[config.mk]
export PLATFORM = sky130hd
export DESIGN_NAME = coded_delivery_engine
export DESIGN_NICKNAME = d
export VERILOG_FILES = /design/src/rtl/cde_pkg.sv /design/src/rtl/cde_pair_map.sv /design/src/rtl/cde_seq.sv /design/src/rtl/cde_mix.sv /design/src/rtl/coded_delivery_engine.sv
export SDC_FILE = /design/constraint.sdc
export NUM_CORES = 1
export LEC_CHECK = 0
export ABC_AREA = 0
export BUFFER_PORTS_ARGS = -buffer_cell sky130_fd_sc_hd__buf_4
export CAP_MARGIN = 40
export CORE_ASPECT_RATIO = 1.5
export CORE_MARGIN = 2
export CORE_UTILIZATION = 48
export DETAILED_ROUTE_END_ITERATION = 12
export GPL_TIMING_DRIVEN = 0
export PLACE_DENSITY = 0.76
export SLEW_MARGIN = 20
export SYNTH_ARGS = -nofsm -noshare
export SYNTH_HDL_FRONTEND = slang
export SYNTH_SLANG_ARGS = --single-unit
[constraint.sdc]
create_clock -name clk -period 2.1 [get_ports clk]
set_input_delay 0.42 -clock clk [delete_from_list [all_inputs] [get_ports clk]]
set_output_delay 0.42 -clock clk [all_outputs]
set_load 0.05 [all_outputs]
[src/rtl/cde_pkg.sv]
package cde_pkg;
  localparam int NCORE  = 4;
  localparam int IDX_W  = 2;
  localparam int NPAIR  = NCORE * (NCORE - 1) / 2;
  localparam int PAIR_W = $clog2(NPAIR);

  typedef enum logic [2:0] {
    S_IDLE,
    S_RD_A,
    S_RD_B,
    S_MIX,
    S_SEND
  } seq_state_e;
endpackage

[src/rtl/cde_pair_map.sv]
module cde_pair_map
  import cde_pkg::*;
(
  input  logic [PAIR_W-1:0] pair_idx,
  output logic [IDX_W-1:0]  core_lo,
  output logic [IDX_W-1:0]  core_hi,
  output logic [NCORE-1:0]  mask
);
  function automatic int lo_of(input int p);
    int n;
    n = 0;
    for (int a = 0; a < NCORE; a++)
      for (int b = a + 1; b < NCORE; b++) begin
        if (n == p) return a;
        n++;
      end
    return 0;
  endfunction

  function automatic int hi_of(input int p);
    int n;
    n = 0;
    for (int a = 0; a < NCORE; a++)
      for (int b = a + 1; b < NCORE; b++) begin
        if (n == p) return b;
        n++;
      end
    return 0;
  endfunction

  logic [IDX_W-1:0] lo_tab [NPAIR];
  logic [IDX_W-1:0] hi_tab [NPAIR];

  for (genvar p = 0; p < NPAIR; p++) begin : g_pair
    assign lo_tab[p] = IDX_W'(lo_of(p));
    assign hi_tab[p] = IDX_W'(hi_of(p));
  end

  always_comb begin
    core_lo = '0;
    core_hi = '0;
    for (int p = 0; p < NPAIR; p++) begin
      if (pair_idx == PAIR_W'(p)) begin
        core_lo = lo_tab[p];
        core_hi = hi_tab[p];
      end
    end
    mask = '0;
    mask[core_lo] = 1'b1;
    mask[core_hi] = 1'b1;
  end
endmodule

[src/rtl/cde_seq.sv]
module cde_seq
  import cde_pkg::*;
#(
  parameter int BEATS  = 4,
  parameter int BEAT_W = 2,
  parameter int ADDR_W = 6
) (
  input  logic                     clk,
  input  logic                     rst_n,
  input  logic                     start,
  input  logic [NCORE*IDX_W-1:0]   req_app,
  input  logic                     bc_ready,
  input  logic [IDX_W-1:0]         core_lo,
  input  logic [IDX_W-1:0]         core_hi,
  output logic [PAIR_W-1:0]        pair_idx,
  output seq_state_e               state,
  output logic                     last_beat,
  output logic                     busy,
  output logic                     done,
  output logic                     mem_rd_en,
  output logic [ADDR_W-1:0]        mem_rd_addr
);
  logic [NCORE*IDX_W-1:0] req_q;
  logic [BEAT_W-1:0]      beat_q;
  logic [IDX_W-1:0]       app_lo;
  logic [IDX_W-1:0]       app_hi;
  logic                   last_pair;

  assign last_beat = (beat_q == BEAT_W'(BEATS - 1));
  assign last_pair = (pair_idx == PAIR_W'(NPAIR - 1));
  assign app_lo    = req_q[{core_lo, 1'b0} +: IDX_W];
  assign app_hi    = req_q[{core_hi, 1'b0} +: IDX_W];
  assign busy      = (state != S_IDLE);
  assign mem_rd_en = (state == S_RD_A) || (state == S_RD_B);

  always_comb begin
    if (state == S_RD_B) mem_rd_addr = {app_hi, core_lo, beat_q};
    else                 mem_rd_addr = {app_lo, core_hi, beat_q};
  end

  always_ff @(posedge clk) begin
    if (!rst_n) begin
      state    <= S_IDLE;
      req_q    <= '0;
      beat_q   <= '0;
      pair_idx <= '0;
      done     <= 1'b0;
    end else begin
      done <= 1'b0;
      unique case (state)
        S_IDLE: begin
          if (start) begin
            req_q    <= req_app;
            beat_q   <= '0;
            pair_idx <= '0;
            state    <= S_RD_A;
          end
        end
        S_RD_A: state <= S_RD_B;
        S_RD_B: state <= S_MIX;
        S_MIX:  state <= S_SEND;
        S_SEND: begin
          if (bc_ready) begin
            if (last_beat) begin
              beat_q <= '0;
              if (last_pair) begin
                state <= S_IDLE;
                done  <= 1'b1;
              end else begin
                pair_idx <= pair_idx + 1'b1;
                state    <= S_RD_A;
              end
            end else begin
              beat_q <= beat_q + 1'b1;
              state  <= S_RD_A;
            end
          end
        end
        default: state <= S_IDLE;
      endcase
    end
  end
endmodule

[src/rtl/cde_mix.sv]
module cde_mix #(
  parameter int DATA_W = 128,
  parameter int LANE_W = 32
) (
  input  logic              clk,
  input  logic              rst_n,
  input  logic              load_first,
  input  logic              load_coded,
  input  logic [DATA_W-1:0] rd_data,
  output logic [DATA_W-1:0] coded
);
  localparam int NLANE = DATA_W / LANE_W;

  logic [DATA_W-1:0] first_q;

  for (genvar l = 0; l < NLANE; l++) begin : g_lane
    always_ff @(posedge clk) begin
      if (!rst_n) begin
        first_q[l*LANE_W +: LANE_W] <= '0;
        coded[l*LANE_W +: LANE_W]   <= '0;
      end else begin
        if (load_first) first_q[l*LANE_W +: LANE_W] <= rd_data[l*LANE_W +: LANE_W];
        if (load_coded)
          coded[l*LANE_W +: LANE_W] <= first_q[l*LANE_W +: LANE_W] ^ rd_data[l*LANE_W +: LANE_W];
      end
    end
  end
endmodule

[src/rtl/coded_delivery_engine.sv]
module coded_delivery_engine
  import cde_pkg::*;
#(
  parameter int DATA_W = 128,
  parameter int BEATS  = 4,
  localparam int BEAT_W = (BEATS > 1) ? $clog2(BEATS) : 1,
  localparam int ADDR_W = 2 * IDX_W + BEAT_W
) (
  input  logic              clk,
  input  logic              rst_n,
  input  logic              start,
  input  logic [7:0]        req_app,
  output logic              busy,
  output logic              done,
  output logic              mem_rd_en,
  output logic [ADDR_W-1:0] mem_rd_addr,
  input  logic [DATA_W-1:0] mem_rd_data,
  output logic              bc_valid,
  input  logic              bc_ready,
  output logic [DATA_W-1:0] bc_data,
  output logic [3:0]        bc_mask,
  output logic              bc_last
);
  logic [PAIR_W-1:0] pair_idx;
  logic [IDX_W-1:0]  core_lo;
  logic [IDX_W-1:0]  core_hi;
  logic [NCORE-1:0]  pair_mask;
  logic              last_beat;
  seq_state_e        state;

  cde_pair_map u_map (
    .pair_idx (pair_idx),
    .core_lo  (core_lo),
    .core_hi  (core_hi),
    .mask     (pair_mask)
  );

  cde_seq #(
    .BEATS  (BEATS),
    .BEAT_W (BEAT_W),
    .ADDR_W (ADDR_W)
  ) u_seq (
    .clk         (clk),
    .rst_n       (rst_n),
    .start       (start),
    .req_app     (req_app),
    .bc_ready    (bc_ready),
    .core_lo     (core_lo),
    .core_hi     (core_hi),
    .pair_idx    (pair_idx),
    .state       (state),
    .last_beat   (last_beat),
    .busy        (busy),
    .done        (done),
    .mem_rd_en   (mem_rd_en),
    .mem_rd_addr (mem_rd_addr)
  );

  cde_mix #(
    .DATA_W (DATA_W)
  ) u_mix (
    .clk        (clk),
    .rst_n      (rst_n),
    .load_first (state == S_RD_B),
    .load_coded (state == S_MIX),
    .rd_data    (mem_rd_data),
    .coded      (bc_data)
  );

  assign bc_valid = (state == S_SEND);
  assign bc_mask  = pair_mask;
  assign bc_last  = bc_valid && last_beat;
endmodule

==> metrics.txt, run 1 <==
outcome complete, but fails checks; violations in the final reports setup timing; pwr/cell area 832 nW/um^2; H-tree depth 1; number of antenna violations at the first check in global routing 1; cell area after placement 14000 um^2; number of primary I/O pins 283; remaining number of nets flagged by the antenna check after routing 0; wire length of the first global-routing pass 47400 um; final worst slack -0.725 ns; detailed-route via count 9710; Synth Register Bits 273; GRT overflow 0; crit end category output pin; RSZ-0062 raised after global routing yes; minimum hold slack 0.161 ns; Net Switching 3.48 mW; Crit Reg-Reg Endpoint u_mix.first_q[25]; final clock period utilization by the worst path 1.35; Static Leak 7.50 nW; worst-case vdd ir drop 731 uV; vertical extent of the die 193 um; clock period minus final worst setup slack 2.83 ns; Netlist Area Pre-Place 11400 um^2; timing startpoint of the critical path u_seq.pair_idx[1]; maximum clock path buffer count 3; cell-by-cell listing of the critical path ha_4, ha_4, or2_4, a31oi_4, o31ai_4, mux2i_2, mux2i_4, buf_6; internal power of the cells 9.31 mW; WP depth 8; final setup violation count 8; number of diodes added for antenna fixing 0; final cell count without fillers 1922; Final Net Count 1729; clock tree root buffer cell sky130_fd_sc_hd__clkbuf_16; Via-to-Cell Ratio 5.05; vias in the first global route 9695; Iteration-0 DRC Markers 334; Unique masters post-synth 40; number of buffer and inverter stages on the critical path 1; clock transition at the register clock pins on the worst setup and hold paths after CTS 0.06 ns; worst hold path type input port to register; synthesized area per cell 9.14 um^2; upper clock frequency limit 0.354 GHz; combinational cell fraction of total power 0.175; critical path endpoint mem_rd_addr[5]; maximum number of pins on one net before global-route repair 15; final clock skew 0.00801 ns; beginning of the worst register-to-register path u_seq.state[1]; sequential-to-total area share from yosys stat 0.479; number of clock buffers inserted by TritonCTS 26; family with the most delay on the worst path flip-flops; WL per Instance 15.9 um; highest net fanout along the worst path 6; Warnings, synthesis 0; Clock Power Share 0.381; setup slack, reg-to-reg 0.20 ns; pre-CTS setup slack -0.390 ns; number of remaining DRC errors 0; initial standard-cell utilization of the core 0.484; TritonCTS Sinks 273; Setup TNS -3.09 ns; arrival time reported for the critical path endpoint 2.41 ns; full die area 25000 um^2; overall die width 130 um; Pins Over Slew Limit 0; area of the core 23600 um^2; fraction of final layout cells with drive strength greater than 1 0.279; Placed Cells incl. Taps 1851; later-pin clock latency in the skew report 0.52 ns; critical path class register to output pin; final-report hold violation count 0; slowest stage delay, CP 0.38 ns; number of nets produced by synthesis 1395; post-route standard cell area excluding fillers 15400 um^2; total routing usage reported by global routing 0.235; post-detailed-placement half-perimeter wirelength 22300 um; fraction of power consumed by sequential logic 0.444; cell row count 69; number of detailed-route iterations in the first pass 5; tightest slew margin relative to the limit 0.509; slew of the pin with the lowest slew margin 0.737 ns; final routed wirelength across all metal layers 30500 um; switching fraction of total power 0.272; I/O Buffers 281; crit start category register; count of max-cap constraint violations 0; Mapped Cells 1249; count of hold buffers inserted by post-cts repair 0; gp weighted congestion 0.831; TritonCTS clock tree done; Worst EP required 1.68 ns; FF-to-FF path depth 7; critical-path cell with the highest stage delay sky130_fd_sc_hd__dfxtp_4; area overhead of the layout relative to synthesis 34.7%; cell repeated most along the worst path sky130_fd_sc_hd__ha_4
==> flip-flops by register name, indices dropped and copies added, names as in the netlist <==
| register | count |
|---|---|
| u_mix.coded | 128 |
| u_mix.first_q | 128 |
| u_seq.req_q | 8 |
| u_seq.pair_idx | 3 |
| u_seq.state | 3 |
| u_seq.beat_q | 2 |
| u_seq.done | 1 |
==> layout make-up <==
cell class	count	area (um^2)
Multi-Input combinational cell	877	5730
Inverter	5	21.3
Fill cell	1988	8200
Buffer	91	458
Timing Repair Buffer	309	2390
Tap cell	319	399
Clock inverter	8	119
Clock buffer	40	774
Sequential cell	273	5480
==> cells in the mapped netlist, drive strengths merged <==
library cell / instances / share of area
a211oi: 1 / 0.00066
a21boi: 137 / 0.090
a21o: 2 / 0.0013
a21oi: 9 / 0.0043
a31oi: 1 / 0.00055
a32oi: 2 / 0.0015
and2: 3 / 0.0016
and3: 1 / 0.00055
and3b: 1 / 0.00077
and4: 1 / 0.00077
buf: 51 / 0.023
clkbuf: 43 / 0.014
dfxtp: 273 / 0.48
ha: 6 / 0.0066
inv: 5 / 0.0016
mux2: 2 / 0.0020
mux2i: 4 / 0.0035
nand2: 405 / 0.13
nand2b: 3 / 0.0016
nand3: 2 / 0.00088
nor2: 11 / 0.0036
nor2b: 7 / 0.0038
nor3: 3 / 0.0013
nor3b: 1 / 0.0011
nor4: 2 / 0.0011
o211a: 128 / 0.11
o21a: 1 / 0.00066
o21ai: 9 / 0.0039
o221ai: 1 / 0.00077
o2bb2ai: 1 / 0.00077
o31ai: 1 / 0.0019
or2: 1 / 0.00055
or3: 1 / 0.00055
or3b: 1 / 0.00077
xnor2: 129 / 0.099
==> cells in the final DEF, fill, tap and decap left out, types with 5 or more instances in the layout <==
cell type,n
sky130_fd_sc_hd__a21oi_2,5
sky130_fd_sc_hd__a21boi_1,18
sky130_fd_sc_hd__nand2_1,403
sky130_fd_sc_hd__clkbuf_8,5
sky130_fd_sc_hd__buf_2,41
sky130_fd_sc_hd__a21boi_0,119
sky130_fd_sc_hd__dfxtp_1,267
sky130_fd_sc_hd__clkbuf_1,47
sky130_fd_sc_hd__clkbuf_16,27
sky130_fd_sc_hd__buf_4,292
sky130_fd_sc_hd__nor2b_1,7
sky130_fd_sc_hd__buf_6,19
sky130_fd_sc_hd__o21ai_2,5
sky130_fd_sc_hd__xnor2_1,129
sky130_fd_sc_hd__nor2_1,10
sky130_fd_sc_hd__o211a_1,128
==> worst min-delay path by stage <==
stage                            startpoint           endpoint  slack [ns]  cells past startpoint
after floorplan              u_seq.req_q[0]     u_seq.req_q[0]        0.44                      2
after global placement    u_mix.first_q[82]  u_mix.first_q[82]        0.45                      2
after detailed placement  u_mix.first_q[70]  u_mix.first_q[70]        0.46                      2
after CTS                   mem_rd_data[66]  u_mix.first_q[66]        0.14                      3
after global routing        mem_rd_data[92]  u_mix.first_q[92]        0.15                      3
final                            req_app[6]     u_seq.req_q[6]        0.16                      3
==> cell families after synthesis <==
logic type / after synthesis / synth area share
and+or+nand+nor: 443 / 0.152
AOI/OAI and AO/OA: 293 / 0.219
DFF: 273 / 0.479
xor gates and xnor gates: 129 / 0.0990
buffers and inverters: 99 / 0.0390
muxes: 6 / 0.00548
adders and majority gates: 6 / 0.00658
==> worst register-to-register path, delay by kind of cell (launching register included) <==
family | cells | cell delay [ns]
AOI/OAI and AO/OA | 1 | 0.10
and+or+nand+nor | 2 | 0.54
DFF | 1 | 0.32
buffers and inverters | 4 | 0.82
==> stage by stage <==
stage | utilization | power (mW)
floorplan | - | 7.17
global placement | 0.594 | 7.91
detailed placement | 0.595 | 7.96
CTS | 0.644 | 12.9
global route | 0.652 | 13.3
finish | 0.652 | 12.8
==> layer usage <==
metal  share of wire  global-route usage  wire [um]
met5               0                   0          0
met4           0.042              0.0993       1270
met3           0.055              0.0474       1690
met2            0.52               0.442      15900
met1            0.38               0.251      11600
==> power groups by stage <==
stage | sequential (mW) | combinational (mW) | clock [mW]
2_1_floorplan | 6.16 | 1.01 | 0
5_1_grt | 5.70 | 2.43 | 5.18
3_5_place_dp | 5.78 | 2.18 | 0
6_report | 5.67 | 2.24 | 4.88
3_3_place_gp | 5.77 | 2.14 | 0
4_1_cts | 5.67 | 2.25 | 4.99
==> what timing repair did <==
item	4_1_cts	5_1_grt
buffers inserted	16	10
endpoints found under the setup margin	105	21
pin swaps	10	12
resized for setup	46	31
hold endpoints to repair	0	0
No activity file was read; power rests on OpenSTA's default activity.
==> run 2: changes to the inputs <==
GPL_TIMING_DRIVEN = 1   (was 0)
==> metrics.txt, run 2 (synthesis gave the netlist of run 1 again) <==
number of antenna violations at the first check in global routing 1 (unchanged); critical path class register to output pin; WL per Instance 15.0 um (-5.3%); number of remaining DRC errors 0 (unchanged); full die area 25000 um^2 (unchanged); final cell count without fillers 1848 (-3.9%); TritonCTS clock tree done; Pins Over Slew Limit 0 (unchanged); Final Net Count 1655 (-4.3%); count of max-cap constraint violations 0 (unchanged); beginning of the worst register-to-register path u_seq.state[1]; overall die width 130 um (unchanged); number of detailed-route iterations in the first pass 5 (unchanged); minimum hold slack 0.148 ns (-0.0126 ns); arrival time reported for the critical path endpoint 2.34 ns (-0.07 ns); clock period minus final worst setup slack 2.76 ns (-0.0686 ns); Worst Hold Launch mem_rd_data[89]; tightest slew margin relative to the limit 0.588 (+0.0796); H-tree depth 1 (unchanged); Static Leak 7.31 nW (-2.5%); pre-CTS setup slack -0.157 ns (+0.233 ns); maximum number of pins on one net before global-route repair 136 (+121); remaining number of nets flagged by the antenna check after routing 0 (unchanged); timing startpoint of the critical path u_seq.pair_idx[0]; wire length of the first global-routing pass 42100 um (-11%); final routed wirelength across all metal layers 27700 um (-8.9%); detailed-route via count 9341 (-3.8%); Worst EP required 1.68 ns (about the same); cell row count 69 (unchanged); sink of the worst hold path u_mix.first_q[89]; area overhead of the layout relative to synthesis 32.4%; final-report hold violation count 0 (unchanged); Via-to-Cell Ratio 5.05 (about the same); area used by multi-input combinational logic 5690 um^2 (-0.59%); number of primary I/O pins 283 (unchanged); final clock skew 0.00908 ns (+0.00106 ns); registers with the most flip-flops u_mix.coded (128), u_mix.first_q (128), u_seq.req_q (8); fraction of final layout cells with drive strength greater than 1 0.272 (-0.00788); count of hold buffers inserted by post-cts repair 0 (unchanged); total routing usage reported by global routing 0.206 (-0.0294); area of the core 23600 um^2 (unchanged); register area 5470 um^2 (about the same); crit start category register; fill cell count 1944 (-2.2%); violations in the final reports setup timing; FF-to-FF path depth 7 (unchanged); I/O Buffers 282 (+0.36%); final setup violation count 8 (unchanged); slew of the pin with the lowest slew margin 0.617 ns (-0.119 ns); cell area after placement 14000 um^2 (-0.45%); Iteration-0 DRC Markers 410 (+23%); final worst slack -0.657 ns (+0.0686 ns); pwr/cell area 842 nW/um^2 (+1.2%); post-route standard cell area excluding fillers 15100 um^2 (-1.7%); clock transition at the register clock pins on the worst setup and hold paths after CTS 0.06 ns (about the same); post-detailed-placement half-perimeter wirelength 18200 um (-18%); later-pin clock latency in the skew report 0.53 ns (about the same); clock tree root buffer cell sky130_fd_sc_hd__clkbuf_16; post-layout utilization of the core 0.641 (-0.0110); number of clock buffers inserted by TritonCTS 26 (unchanged); setup slack, reg-to-reg 0.18 ns (-0.02 ns); final clock period utilization by the worst path 1.31 (-0.0327); TritonCTS Sinks 273 (unchanged); worst hold path type input port to register; upper clock frequency limit 0.363 GHz (+2.5%); maximum clock path buffer count 3 (unchanged); worst hold stages 3 (unchanged); GRT overflow 0 (unchanged); gp weighted congestion 0.828 (-0.36%); vias in the first global route 8836 (-8.9%); crit end category output pin; RSZ-0062 raised after global routing yes; outcome complete, but fails checks; most common library cell in the layout ignoring fill and taps sky130_fd_sc_hd__nand2_1; commonest cells after routing, fill and taps aside sky130_fd_sc_hd__nand2_1, sky130_fd_sc_hd__buf_4, sky130_fd_sc_hd__dfxtp_1, sky130_fd_sc_hd__xnor2_1, sky130_fd_sc_hd__o211a_1; Placed Cells incl. Taps 1796 (-3.0%); highest net fanout along the worst path 5 (-1); initial standard-cell utilization of the core 0.484 (unchanged); Crit Reg-Reg Endpoint u_mix.first_q[1]; vertical extent of the die 193 um (unchanged); worst-case vdd ir drop 858 uV (+17%)
[run 2: timing repair]
| action | 4_1_cts | 5_1_grt |
|---|---|---|
| pin swaps | 2 | 5 |
| resized for setup | 35 | 12 |
| endpoints found under the setup margin | 97 | 46 |
| setup buffers | 2 | 1 |
| gates cloned | 0 | 1 |
[run 2: final cells by class]
cell class / count / area share
diodes: 1 / 0.000166
clock buffers: 38 / 0.0527
clock inverters: 9 / 0.00720
well taps: 319 / 0.0264
inverters: 5 / 0.00141
repair buffers: 326 / 0.173
flip-flops and latches: 273 / 0.362
multi-input cells: 877 / 0.377
[run 2: power by group]
| part | internal [mW] | switching (mW) |
|---|---|---|
| registers | 5.48 | 0.191 |
| clock network | 2.88 | 2.00 |
| logic | 0.889 | 1.27 |
| total | 9.26 | 3.46 |
[run 2: layer usage]
layer  part of all wire  up-vias  GRT usage  wire length (um)
li1                   -     4678          -                 -
met1               0.38     4366      0.215             10500
met2               0.52      239      0.384             14500
met3              0.061       58     0.0496              1690
met4              0.041        0     0.0893              1130
met5                  0        -          0                 0
[run 2: worst max-delay path: stages (launching register included)]
cell and delay, ns:
sky130_fd_sc_hd__dfxtp_4 0.37, sky130_fd_sc_hd__ha_4 0.17, sky130_fd_sc_hd__ha_4 0.18, sky130_fd_sc_hd__or2_4 0.25
sky130_fd_sc_hd__a31oi_4 0.18, sky130_fd_sc_hd__o31ai_4 0.13, sky130_fd_sc_hd__mux2i_2 0.18, sky130_fd_sc_hd__mux2i_4 0.16
sky130_fd_sc_hd__buf_6 0.18
[run 2: how the worst max path moves through the flow]
stage | endpoint | slack [ns] | cells after the start
detailed placement | u_mix.first_q[1] | -0.16 | 5
CTS | mem_rd_addr[5] | -0.66 | 8
finish | mem_rd_addr[5] | -0.66 | 8
global placement | mem_rd_addr[5] | -0.09 | 8
global route | mem_rd_addr[5] | -0.72 | 8
floorplan | mem_rd_addr[5] | -0.12 | 6
[run 2: stage by stage]
| stage | power, mW | TNS [ns] |
|---|---|---|
| CTS | 12.8 | -2.91 |
| floorplan | 7.17 | -0.211 |
| detailed placement | 7.89 | -9.11 |
| global route | 13.2 | -3.15 |
| finish | 12.7 | -2.69 |
| global placement | 7.84 | -4.73 |
==> run 3: changes to the inputs <==
PLACE_DENSITY = 0.81   (was 0.76)
==> metrics.txt, run 3 (synthesis gave the netlist of run 1 again) <==
final-report hold violation count 0 (unchanged); I/O Buffers 282 (unchanged); post-layout utilization of the core 0.640 (-0.00122); area of the core 23600 um^2 (unchanged); internal power of the cells 9.14 mW (-1.3%); number of antenna violations at the first check in global routing 0 (-1); sink of the worst hold path u_mix.first_q[94]; violations in the final reports setup timing; tightest slew margin relative to the limit 0.608 (+0.0200); number of detailed-route iterations in the first pass 5 (unchanged); final setup violation count 8 (unchanged); arrival time reported for the critical path endpoint 2.34 ns (about the same); final total power 12.5 mW (-1.3%); clock period minus final worst setup slack 2.76 ns (+0.00169 ns); cell-by-cell listing of the critical path inv_2, ha_2, buf_4, nor3_4, buf_4, o31ai_4, mux2i_2, mux2i_4, buf_6; cell area after placement 14000 um^2 (+0.29%); TritonCTS clock tree done; initial standard-cell utilization of the core 0.484 (unchanged); later-pin clock latency in the skew report 0.52 ns (about the same); crit start category register; overall die width 130 um (unchanged); area overhead of the layout relative to synthesis 32.2%; met2 WL 14800 um (+2.4%); beginning of the worst register-to-register path u_seq.state[1]; fraction of power consumed by sequential logic 0.452 (+0.006); clock tree root buffer cell sky130_fd_sc_hd__clkbuf_16; Via-to-Cell Ratio 5.09 (+0.61%); register area 5480 um^2 (about the same); highest net fanout along the worst path 4 (-1); FF-to-FF path depth 8 (+1); remaining number of nets flagged by the antenna check after routing 0 (unchanged); total routing usage reported by global routing 0.212 (+0.00620); area used by multi-input combinational logic 5670 um^2 (-0.40%); final clock period utilization by the worst path 1.31 (about the same); Crit Reg-Reg Endpoint u_mix.first_q[119]; clock transition at the register clock pins on the worst setup and hold paths after CTS 0.06 ns (about the same); outcome complete, but fails checks; registers with the most flip-flops u_mix.coded (128), u_mix.first_q (128), u_seq.req_q (8); final clock skew 0.00549 ns (-0.00359 ns); count of max-cap constraint violations 0 (unchanged); setup slack, reg-to-reg 0.19 ns (about the same); fraction of final layout cells with drive strength greater than 1 0.268 (-0.00380); pwr/cell area 832 nW/um^2 (-1.2%); vias in the first global route 8956 (+1.4%); topmost layer with routed signal wires met4; worst hold stages 3 (unchanged); maximum number of pins on one net before global-route repair 85 (-38%); H-tree depth 1 (unchanged); most common library cell in the layout ignoring fill and taps sky130_fd_sc_hd__nand2_1; commonest cells after routing, fill and taps aside sky130_fd_sc_hd__nand2_1, sky130_fd_sc_hd__buf_4, sky130_fd_sc_hd__dfxtp_1, sky130_fd_sc_hd__xnor2_1, sky130_fd_sc_hd__o211a_1; crit end category output pin; critical-path cell with the highest stage delay sky130_fd_sc_hd__dfxtp_4; switching fraction of total power 0.272 (-0.000574); routed metal-1 wire length 10400 um (-0.25%); final routed wirelength across all metal layers 27700 um (-0.25%); upper clock frequency limit 0.363 GHz (about the same); count of hold buffers inserted by post-cts repair 0 (unchanged); Worst EP required 1.68 ns (about the same); WL per Instance 15.0 um (-0.35%); number of diodes added for antenna fixing 0 (-1); critical path class register to output pin; Static Leak 7.32 nW (+0.19%); Net Switching 3.41 mW (-1.6%); GRT overflow 0 (unchanged); post-route standard cell area excluding fillers 15100 um^2 (-0.19%); wire length on met3 1460 um (-14%); Final Net Count 1658 (+0.18%); number of buffer and inverter stages on the critical path 4 (+3); number of clock buffers inserted by TritonCTS 26 (unchanged); Pins Over Slew Limit 0 (unchanged); Iteration-0 DRC Markers 443 (+8.0%); slew of the pin with the lowest slew margin 0.588 ns (-0.0300 ns); fill cell count 1902 (-2.2%); number of primary I/O pins 283 (unchanged); wire length of the first global-routing pass 43200 um (+2.6%); number of remaining DRC errors 0 (unchanged); cell row count 69 (unchanged); Clock Power Share 0.375 (-0.009); vertical extent of the die 193 um (unchanged); gp weighted congestion 0.853 (+3.0%); Setup TNS -2.97 ns (-0.275 ns); full die area 25000 um^2 (unchanged); post-detailed-placement half-perimeter wirelength 18700 um (+2.6%); Worst Hold Launch mem_rd_data[94]; maximum clock path buffer count 3 (unchanged); detailed-route via count 9408 (+0.72%); combinational cell fraction of total power 0.172 (+0.002); worst-case vdd ir drop 606 uV (-29%); RSZ-0062 raised after global routing yes; final worst slack -0.658 ns (-0.00169 ns); family with the most delay on the worst path buffers and inverters; slowest stage delay, CP 0.36 ns (about the same); worst hold path type input port to register; TritonCTS Sinks 273 (unchanged); cell repeated most along the worst path sky130_fd_sc_hd__buf_4
## run 3: cell types whose count changed in the layout (fill, tap and decap cells not counted), moves of 2 or more
cell                       before  now
sky130_fd_sc_hd__inv_1          3    1
sky130_fd_sc_hd__inv_2          1    3
sky130_fd_sc_hd__clkbuf_8       8    5
sky130_fd_sc_hd__ha_2           4    2
sky130_fd_sc_hd__dfxtp_2        4    2
sky130_fd_sc_hd__inv_6          2    0
sky130_fd_sc_hd__a21oi_2        7    3
sky130_fd_sc_hd__a21oi_1        2    6
sky130_fd_sc_hd__clkinv_2       3    9
## run 3: worst reg2reg max path, stage by stage, from the launching register on
cell,delay (ns)
sky130_fd_sc_hd__dfxtp_1,0.33
sky130_fd_sc_hd__buf_4,0.16
sky130_fd_sc_hd__nor3b_4,0.19
sky130_fd_sc_hd__buf_4,0.18
sky130_fd_sc_hd__buf_4,0.14
sky130_fd_sc_hd__buf_8,0.27
sky130_fd_sc_hd__buf_16,0.26
sky130_fd_sc_hd__nand2_1,0.13
sky130_fd_sc_hd__a21boi_0,0.17
## run 3: power groups by stage
stage / clock network (mW) / logic, mW / registers [mW]
after floorplan: 0 / 1.01 / 6.16
after global placement: 0 / 2.08 / 5.77
after detailed placement: 0 / 2.12 / 5.79
after CTS: 4.86 / 2.18 / 5.67
after global routing: 5.02 / 2.35 / 5.71
final: 4.71 / 2.16 / 5.67
## run 3: metrics by stage
step,std cells,hold slack [ns],setup WS [ns]
after global routing,1850,0.136,-0.741
after floorplan,1249,0.440,-0.122
after global placement,1798,0.453,-0.107
after detailed placement,1798,0.456,-0.180
after CTS,1847,0.129,-0.677
final,1850,0.154,-0.658
## run 3: area by class of cell
class | count | area share
inverters | 5 | 0.00141
repair buffers | 329 | 0.176
clock inverters | 11 | 0.00697
well taps | 319 | 0.0265
clock buffers | 36 | 0.0504
flip-flops and latches | 273 | 0.363
multi-input cells | 877 | 0.376
## run 3: timing repair
action | 4_1_cts | 5_1_grt
gates resized for setup | 28 | 15
pin swaps | 4 | 3
setup buffers | 1 | 3
endpoints found under the hold margin | 0 | 0
endpoints found under the setup margin | 18 | 52
gates cloned | 1 | 0
## run 3: how the worst max path moves through the flow
| stage | start | cells past startpoint | endpoint | slack, ns |
|---|---|---|---|---|
| detailed placement | u_seq.pair_idx[0] | 8 | mem_rd_addr[5] | -0.18 |
| CTS | u_seq.pair_idx[0] | 8 | mem_rd_addr[5] | -0.68 |
| global route | u_seq.pair_idx[0] | 8 | mem_rd_addr[4] | -0.74 |
| floorplan | u_seq.state[0] | 6 | mem_rd_addr[5] | -0.12 |
| global placement | u_seq.pair_idx[0] | 8 | mem_rd_addr[4] | -0.11 |
| finish | u_seq.pair_idx[1] | 9 | mem_rd_addr[5] | -0.66 |
## run 3: layer usage
| layer | GRT usage | vias to the layer above |
|---|---|---|
| li1 | - | 4688 |
| met1 | 0.230 | 4411 |
| met2 | 0.397 | 250 |
| met3 | 0.0402 | 59 |
| met4 | 0.0877 | 0 |
| met5 | 0 | - |
